[src/rtl/fe_tx_pkg.sv]
// Shared constants, code groups and types for the transmit line encoder.
package fe_tx_pkg;
    localparam int NIB_W    = 4;
    localparam int GRP_W    = 5;
    localparam int SLOTS    = GRP_W;
    localparam int LFSR_W   = 11;
    localparam int LFSR_TAP = 9;

    typedef logic [GRP_W-1:0] grp_t;

    localparam grp_t GRP_IDLE = 5'b11111;
    localparam grp_t GRP_J    = 5'b11000;
    localparam grp_t GRP_K    = 5'b10001;
    localparam grp_t GRP_T    = 5'b01101;
    localparam grp_t GRP_R    = 5'b00111;
    localparam grp_t GRP_H    = 5'b00100;

    typedef enum logic [1:0] {FS_IDLE, FS_AFTER_J, FS_DATA, FS_AFTER_T} fstate_t;
    typedef enum logic [1:0] {ML_ZERO_A, ML_POS, ML_ZERO_B, ML_NEG} mlt_t;

    // Maps one data nibble to its 5-bit data code group.
    function automatic grp_t data_group(input logic [NIB_W-1:0] n);
        case (n)
            4'h0: data_group = 5'b11110;
            4'h1: data_group = 5'b01001;
            4'h2: data_group = 5'b10100;
            4'h3: data_group = 5'b10101;
            4'h4: data_group = 5'b01010;
            4'h5: data_group = 5'b01011;
            4'h6: data_group = 5'b01110;
            4'h7: data_group = 5'b01111;
            4'h8: data_group = 5'b10010;
            4'h9: data_group = 5'b10011;
            4'hA: data_group = 5'b10110;
            4'hB: data_group = 5'b10111;
            4'hC: data_group = 5'b11010;
            4'hD: data_group = 5'b11011;
            4'hE: data_group = 5'b11100;
            default: data_group = 5'b11101;
        endcase
    endfunction
endpackage

[src/rtl/fe_nibble_clock.sv]
// Divide-by-SLOTS clock enable. Assumes a free-running bit clock.
// take is high in the last clock of each group period.
module fe_nibble_clock #(
    parameter int SLOTS = 5
) (
    input  logic clk,
    input  logic rst_n,
    output logic take
);
    localparam int CW = (SLOTS > 1) ? $clog2(SLOTS) : 1;

    logic [CW-1:0] phase;

    // Count bit slots inside one group period.
    always_ff @(posedge clk) begin
        if (!rst_n)                          phase <= '0;
        else if (phase == CW'(SLOTS - 1))    phase <= '0;
        else                                 phase <= phase + 1'b1;
    end

    assign take = (phase == CW'(SLOTS - 1));

    AST_TAKE_SPACING: assert property (@(posedge clk) disable iff (!rst_n)
        take |=> !take) else $error("take repeated");
endmodule

[src/rtl/fe_group_mapper.sv]
// Framing state machine and 4B/5B selection. The group output is
// combinational and is only meaningful in the clock where take is high.
// Assumes the MAC inputs are stable across that clock.
module fe_group_mapper
    import fe_tx_pkg::*;
(
    input  logic             clk,
    input  logic             rst_n,
    input  logic             take,
    input  logic [NIB_W-1:0] nib,
    input  logic             en,
    input  logic             err,
    output grp_t             grp
);
    fstate_t st, st_nx;
    grp_t    last_grp;

    // Select the code group and the next framing state for this slot.
    always_comb begin
        st_nx = st;
        grp   = GRP_IDLE;
        case (st)
            FS_IDLE: begin
                if (en) begin
                    grp   = GRP_J;
                    st_nx = FS_AFTER_J;
                end
            end
            FS_AFTER_J: begin
                grp   = GRP_K;
                st_nx = FS_DATA;
            end
            FS_DATA: begin
                if (!en) begin
                    grp   = GRP_T;
                    st_nx = FS_AFTER_T;
                end else if (err) begin
                    grp = GRP_H;
                end else begin
                    grp = data_group(nib);
                end
            end
            default: begin
                grp   = GRP_R;
                st_nx = FS_IDLE;
            end
        endcase
    end

    // Advance the framing state once per nibble slot.
    always_ff @(posedge clk) begin
        if (!rst_n)    st <= FS_IDLE;
        else if (take) st <= st_nx;
    end

    // Remember the last issued group, used by the delimiter checks.
    always_ff @(posedge clk) begin
        if (!rst_n)    last_grp <= GRP_IDLE;
        else if (take) last_grp <= grp;
    end

    AST_K_AFTER_J: assert property (@(posedge clk) disable iff (!rst_n)
        (take && last_grp == GRP_J) |-> (grp == GRP_K)) else $error("K missing");
    AST_R_AFTER_T: assert property (@(posedge clk) disable iff (!rst_n)
        (take && last_grp == GRP_T) |-> (grp == GRP_R)) else $error("R missing");
endmodule

[src/rtl/fe_serial_scrambler.sv]
// Loads a code group on take and shifts it out MSB first. Each bit is
// XORed with an LFSR key stream that advances every clock.
module fe_serial_scrambler
    import fe_tx_pkg::*;
#(
    parameter logic [LFSR_W-1:0] SEED = '1
) (
    input  logic clk,
    input  logic rst_n,
    input  logic take,
    input  grp_t grp,
    output logic scr_bit
);
    grp_t              shreg;
    logic [LFSR_W-1:0] lfsr;
    logic              key;

    // Load a fresh group on take, otherwise shift toward the MSB.
    always_ff @(posedge clk) begin
        if (!rst_n)    shreg <= GRP_IDLE;
        else if (take) shreg <= grp;
        else           shreg <= {shreg[GRP_W-2:0], 1'b0};
    end

    assign key = lfsr[LFSR_W-1] ^ lfsr[LFSR_TAP-1];

    // Step the scrambler register by one bit per clock.
    always_ff @(posedge clk) begin
        if (!rst_n) lfsr <= SEED;
        else        lfsr <= {lfsr[LFSR_W-2:0], key};
    end

    assign scr_bit = shreg[GRP_W-1] ^ key;

    AST_LFSR_LIVE: assert property (@(posedge clk) disable iff (!rst_n)
        lfsr != '0) else $error("scrambler stuck at zero");
endmodule

[src/rtl/fe_line_coder.sv]
// NRZI conversion followed by a three-level MLT-3 stepper. The MLT-3
// stage watches the registered NRZI signal for transitions.
module fe_line_coder
    import fe_tx_pkg::*;
(
    input  logic              clk,
    input  logic              rst_n,
    input  logic              scr_bit,
    output logic signed [1:0] lvl
);
    logic nrzi, nrzi_d;
    mlt_t ph;

    // Toggle the NRZI line on each scrambled one.
    always_ff @(posedge clk) begin
        if (!rst_n) nrzi <= 1'b0;
        else        nrzi <= nrzi ^ scr_bit;
    end

    // Step the MLT-3 phase when the NRZI line has changed.
    always_ff @(posedge clk) begin
        if (!rst_n) begin
            nrzi_d <= 1'b0;
            ph     <= ML_ZERO_A;
        end else begin
            nrzi_d <= nrzi;
            if (nrzi != nrzi_d) ph <= mlt_t'(ph + 2'd1);
        end
    end

    // Translate the phase into a signed level.
    always_comb begin
        case (ph)
            ML_POS:  lvl = 2'sb01;
            ML_NEG:  lvl = 2'sb11;
            default: lvl = 2'sb00;
        endcase
    end

    AST_NO_POS_TO_NEG: assert property (@(posedge clk) disable iff (!rst_n)
        (lvl == 2'sb01) |=> (lvl != 2'sb11)) else $error("+1 to -1 jump");
    AST_NO_NEG_TO_POS: assert property (@(posedge clk) disable iff (!rst_n)
        (lvl == 2'sb11) |=> (lvl != 2'sb01)) else $error("-1 to +1 jump");
endmodule

[src/rtl/fe_tx_line_encoder.sv]
// Top of the transmit line encoder. The stage order is fixed: nibble
// clock, group mapping, serializing scrambler, then NRZI and MLT-3.
module fe_tx_line_encoder
    import fe_tx_pkg::*;
#(
    parameter logic [LFSR_W-1:0] LFSR_SEED = '1
) (
    input  logic              clk,
    input  logic              rst_n,
    input  logic [3:0]        tx_nibble,
    input  logic              tx_en,
    input  logic              tx_err,
    output logic              nib_take,
    output logic signed [1:0] line_lvl
);
    grp_t grp;
    logic scr_bit;

    fe_nibble_clock #(.SLOTS(SLOTS)) u_clk (
        .clk(clk), .rst_n(rst_n), .take(nib_take)
    );

    fe_group_mapper u_map (
        .clk(clk), .rst_n(rst_n), .take(nib_take),
        .nib(tx_nibble), .en(tx_en), .err(tx_err), .grp(grp)
    );

    fe_serial_scrambler #(.SEED(LFSR_SEED)) u_scr (
        .clk(clk), .rst_n(rst_n), .take(nib_take), .grp(grp), .scr_bit(scr_bit)
    );

    fe_line_coder u_line (
        .clk(clk), .rst_n(rst_n), .scr_bit(scr_bit), .lvl(line_lvl)
    );
endmodule

[config.mk]
export PLATFORM = sky130hd
export DESIGN_NAME = fe_tx_line_encoder
export DESIGN_NICKNAME = d
export VERILOG_FILES = /design/src/rtl/fe_tx_pkg.sv /design/src/rtl/fe_nibble_clock.sv /design/src/rtl/fe_group_mapper.sv /design/src/rtl/fe_serial_scrambler.sv /design/src/rtl/fe_line_coder.sv /design/src/rtl/fe_tx_line_encoder.sv
export SDC_FILE = /design/constraint.sdc
export NUM_CORES = 1
export LEC_CHECK = 0
export BUFFER_PORTS_ARGS = -buffer_cell sky130_fd_sc_hd__buf_4
export CAP_MARGIN = 15
export CORE_UTILIZATION = 45
export DETAILED_ROUTE_END_ITERATION = 8
export PLACE_DENSITY = 0.73
export SYNTH_ARGS = -nofsm -noshare
export SYNTH_HDL_FRONTEND = slang
export SYNTH_SLANG_ARGS = --single-unit
[constraint.sdc]
create_clock -name clk -period 2.1 [get_ports clk]
set_input_delay 0.63 -clock clk [delete_from_list [all_inputs] [get_ports clk]]
set_output_delay 0.63 -clock clk [all_outputs]
set_load 0.005 [all_outputs]
==> Word-level counts from Yosys, hierarchy flattened <==
Memory sizes are Yosys's and may differ from the RTL's.
Index checks and enable logic that the tools add are counted.
{ "word_totals": {"out_inout_bits": 3, "register_bits": 25, "input_bits": 8, "mem_bits_ro": 80, "n_memories": 1, "elab_cells": 34, "latchBits": 0, "mem_bits_rw": 0} }
{ "memory_table": {"columns": ["memory", "depth", "word_bits", "read_ports", "rd_ports_with_merged_regs", "write_ports", "line_no", "text"], "rows": [
  ["(no name shown)", 16, 5, 1, 0, 0, "fe_tx_pkg.sv:23", "case (n)"]
]} }
{ "op_classes": {"reduce_logical": 3, "mux": 9, "shifts": 0, "multipliers": 0, "bitwise": 4, "n_lt_le_gt_ge": 0, "eq_ne": 8, "n_div": 0, "add_sub_neg": 2} }
{ "ops": {"columns": ["operator", "count"], "rows": [
  ["two-way mux 5 bit", 3],
  ["one-hot mux 5 bit (3 select lines)", 1],
  ["one-hot mux 2 bit (3 select lines)", 1],
  ["== test 2 x 1 -> 1 bit, second input constant", 2],
  ["== test 2 bit, second input constant", 2],
  ["two-way mux 2 bit", 2],
  ["inequality test 2 bit, second input constant", 2],
  ["one-hot mux 2 bit (2 select lines)", 1],
  ["adder 3 x 1 -> 3 bit, second input constant", 1],
  ["== test 3 bit, second input constant", 1],
  ["two-way mux 3 bit", 1],
  ["AND reduction 3 bit", 1],
  ["bitwise XOR 1 bit", 3],
  ["adder 2 x 1 -> 2 bit, second input constant", 1],
  ["zero test 2 bit", 1],
  ["OR reduction 2 bit", 1],
  ["inequality test 1 bit", 1],
  ["inverter 1 bit", 1]
]} }

==> Longest topological paths before layout <==
An unclocked memory read counts as a cell.
{ "logic_depth": {"word_depth": 5, "depth_mapped": 8, "mapped_depth_nobuf": 7} }

==> By module <==
From an unflattened synthesis, not the netlist that was laid out.
{ "hier_totals": {"cells_unflattened": 116, "area_unflattened_um2": 1121.1} }
{ "modules_own_cells": {"columns": ["mod", "seq_area_each_um2", "instances", "area_per_inst_um2", "cells_per_inst"], "rows": [
  ["fe_serial_scrambler", 320.3, 1, 481.7, 41],
  ["fe_group_mapper", 40.0, 1, 314.1, 43],
  ["fe_line_coder", 80.1, 1, 186.4, 18],
  ["fe_nibble_clock", 60.1, 1, 138.9, 14]
]} }

==> Worst setup path before layout <==
Ideal clock, no wire load.
{ "synth_path": {"path_type": "register -> output", "startpoint": "register u_clk.phase[0]", "endpoint": "output nib_take", "path_buffers": 1, "path_stages_with_launch": 6, "arrival_time_ns": 0.821, "required_time_ns": 1.470, "setup_slack_ns": 0.649, "cell_sequence": "dfxtp_1 -> inv_1 -> ha_1 -> nand2_2 -> buf_6 -> clkinv_4"} }
{ "synth_between": {"elab_chain_cells": 1} }
{ "synth_lines": {"columns": ["element", "line_no", "text"], "rows": [
  ["start: declaration", "fe_nibble_clock.sv:12", "logic [CW-1:0] phase;"],
  ["start signal: assignment", "fe_nibble_clock.sv:18", "else phase <= phase + 1'b1;"],
  ["== test 3 bit", "fe_nibble_clock.sv:21", "assign take = (phase == CW'(SLOTS - 1));"],
  ["end: declaration", "fe_tx_line_encoder.sv:13", "output logic nib_take,"]
]} }
No other way between the ends.

==> Worst setup path in the final report <==
Ends and elaborated chain as after synthesis.

==> results.cfg <==
[worst_setup_path]
cp.depth = 5
path_cells = inv_1 -> ha_1 -> nand2_2 -> clkinv_4 -> buf_4
crit_arrival_ns = 1.37
ff2ff_path_depth = 6
worstSetupPathType = reg2out
required_ns = 1.47
path_max_fanout = 11
end_kind = output pin
crit_buf_inv = 3
cp_top_family = flip-flops
slowest_delay_ns = 0.38
critPathSlowestCell = dfxtp_1
start_kind = register

[finish]
antenna_cells = 0
nNetsFinal = 139
area_delta_synth_final_pct = 11.3
utilization = 0.541
drive_gt1_frac = 0.197
final_cells = 150

[min_path]
hold_path_depth = 1
hp-class = reg2reg

[placed_design]
hpwl_um = 1310
io_buffers = 10
place_congestion = 0.782
dp_cells = 146

[clock_network]
ctsResizeCount = 0
clock_path_buffers = 2
tritoncts = yes
cts_sinks = 25
post_cts_buffers = 0
clk_latency_ns = 0.33
holdBufCountCts = 0
h-tree-depth = 1
numCtsBuffers = 3
clk_pin_slew_ns = 0.15
root_buffer = clkbuf_4

[timing]
fin_tns_setup_ns = 0
hold_violations = 0
period_share = 0.951
fin_hold_ws_ns = 0.425
period_minus_slack_ns = 2.00
worst_pin_slew_ns = 0.293
max_freq_mhz = 500
rsz0062_at_grt = false
setup_viol = 0
maxSlewViolCount = 0
skew_ns = 0.00437
slew_headroom = 0.803

[detailed_routing]
drt-initial-drc-count = 8
wl_per_cell_um = 11.7
viasPerCell = 4.99
routed_wirelength_um = 1760
drt-pass1-iter-count = 4
route.vias.total = 749
drc = 0
ant_nets = 0

[global_route]
grt_remaining_overflow = 0
grt_max_degree = 26
grt_pass1_vias = 729
antenna_found_initial = 0
grt_first_pass_wirelength_um = 3040
grtUsageTotal = 0.163

[run]
drv_cap = 0

[yosys]
yosysUniqueCellTypes = 34
syn-instance-count = 111
syn_area_mm2 = 0.00108
yosys_warnings = 0
syn-mean-instance-area_um2 = 9.77
ys_seq_elements = 25
syn-num-nets = 127
ys_seq_area_frac = 0.461

[power]
power_mw = 0.974
p_leak_nw = 0.522
switching_power_mw = 0.284
power.share.sequential = 0.561
pwr_density_cell_mw_per_mm2 = 806
p_int_mw = 0.690
combPwrFrac = 0.199
p_clk_frac = 0.240
netSwitchingFraction = 0.292
peakVddDrop_mv = 0.379

[floorplan]
die_h_um = 51.1
fp.dieW_um = 51.1
initial_core_util = 0.486
num_rows = 17
die_area_mm2 = 0.00261
ios = 11
core_region_area_mm2 = 0.00223

[run_status]
status = finished, final reports clean
-- path summary, 6_finish.rpt --
kind / from / end / slack [ns]
worst max-delay path: u_clk.phase[0]$_SDFF_PP0_ / nib_take / 0.10
worst min-delay path: u_scr.lfsr[1]$_SDFF_PN1_ / u_scr.lfsr[2]$_SDFF_PN1_ / 0.42
worst max register to register: u_map.st[0]$_SDFFE_PN0P_ / u_scr.shreg[1]$_SDFF_PN1_ / 0.64
worst min register to register: u_scr.lfsr[1]$_SDFF_PN1_ / u_scr.lfsr[2]$_SDFF_PN1_ / 0.42
-- power by group through the flow --
stage	Combinational (mW)	Sequential, mW	Clock (mW)
after global placement	0.182	0.555	0
after global routing	0.224	0.553	0.256
after floorplan	0.137	0.550	0
after detailed placement	0.193	0.559	0
final	0.194	0.547	0.233
after CTS	0.195	0.548	0.238
-- layer usage --
| layer | global-route usage | up-vias | share of wire |
|---|---|---|---|
| met3 | 0.0268 | 4 | 0.033 |
| met2 | 0.265 | 14 | 0.46 |
| met4 | 0.0972 | 0 | 0.020 |
| li1 | - | 390 | - |
| met5 | 0 | - | 0 |
| met1 | 0.201 | 341 | 0.49 |
-- cell type report --
type / instances / area, um2
clock buffer: 3 / 22.5
clock inverter: 1 / 8.76
fill: 211 / 1030
inverter: 9 / 38.8
multi-input combinational: 74 / 527
sequential: 25 / 500
tap: 28 / 35.0
timing repair buffer: 10 / 75.1
-- synthesized netlist by cell type (all sizes together) --
master	count	area, um2
ha	8	100
o311ai	2	17.5
nand2b	10	62.6
a211oi	1	12.5
inv	8	30.0
dfxtp	25	500
clkinv	1	8.76
or2	1	6.26
o21ai	3	15.0
nand3	1	5.00
a41oi	1	16.3
a32oi	1	8.76
and2	2	12.5
a21oi	6	30.0
buf	1	11.3
xor2	2	17.5
nor3b	1	12.5
nor3	2	10.0
nand2	7	31.3
o41ai	1	8.76
nor2b	5	31.3
mux2i	1	10.0
nor2	9	33.8
o32ai	1	8.76
xnor2	4	35.0
o21a	1	7.51
and3	2	15.0
o211a	1	10.0
clkbuf	2	7.51
o2bb2ai	1	8.76
-- per-stage QoR --
step	area [um2]	worst slack (ns)
6_report	1210	0.102
4_1_cts	1210	0.103
3_5_place_dp	1180	0.472
5_1_grt	1210	0.0406
2_1_floorplan	1080	0.649
3_3_place_gp	1180	0.507
-- sequential cells by signal, indices dropped and copies added (netlist names) --
name           count
u_scr.lfsr        11
u_clk.phase        3
u_line.ph          2
u_map.st           2
u_scr.shreg        5
u_line.nrzi_d      1
u_line.nrzi        1
-- cells in the final DEF (no fill, tap or decap), types with 3 or more instances in the layout --
cell and n:
clkbuf_4 3, nand2_1 5, a21oi_1 6, ha_1 8, nor2b_1 5, dfxtp_1 25, inv_1 7, xnor2_1 4
buf_4 10, nor2_1 9, nand2b_1 10
-- cells by family after synthesis --
group	after synthesis	share of synthesized area
AO/OA/AOI/OAI	19	0.133
XOR/XNOR	6	0.0484
adder cells (fa/ha/maj)	8	0.0923
buffers and inverters	12	0.0531
flip-flops	25	0.461
multiplexers	1	0.00923
AND/OR/NAND/NOR	40	0.203
No activity file was read; power rests on OpenSTA's default activity.
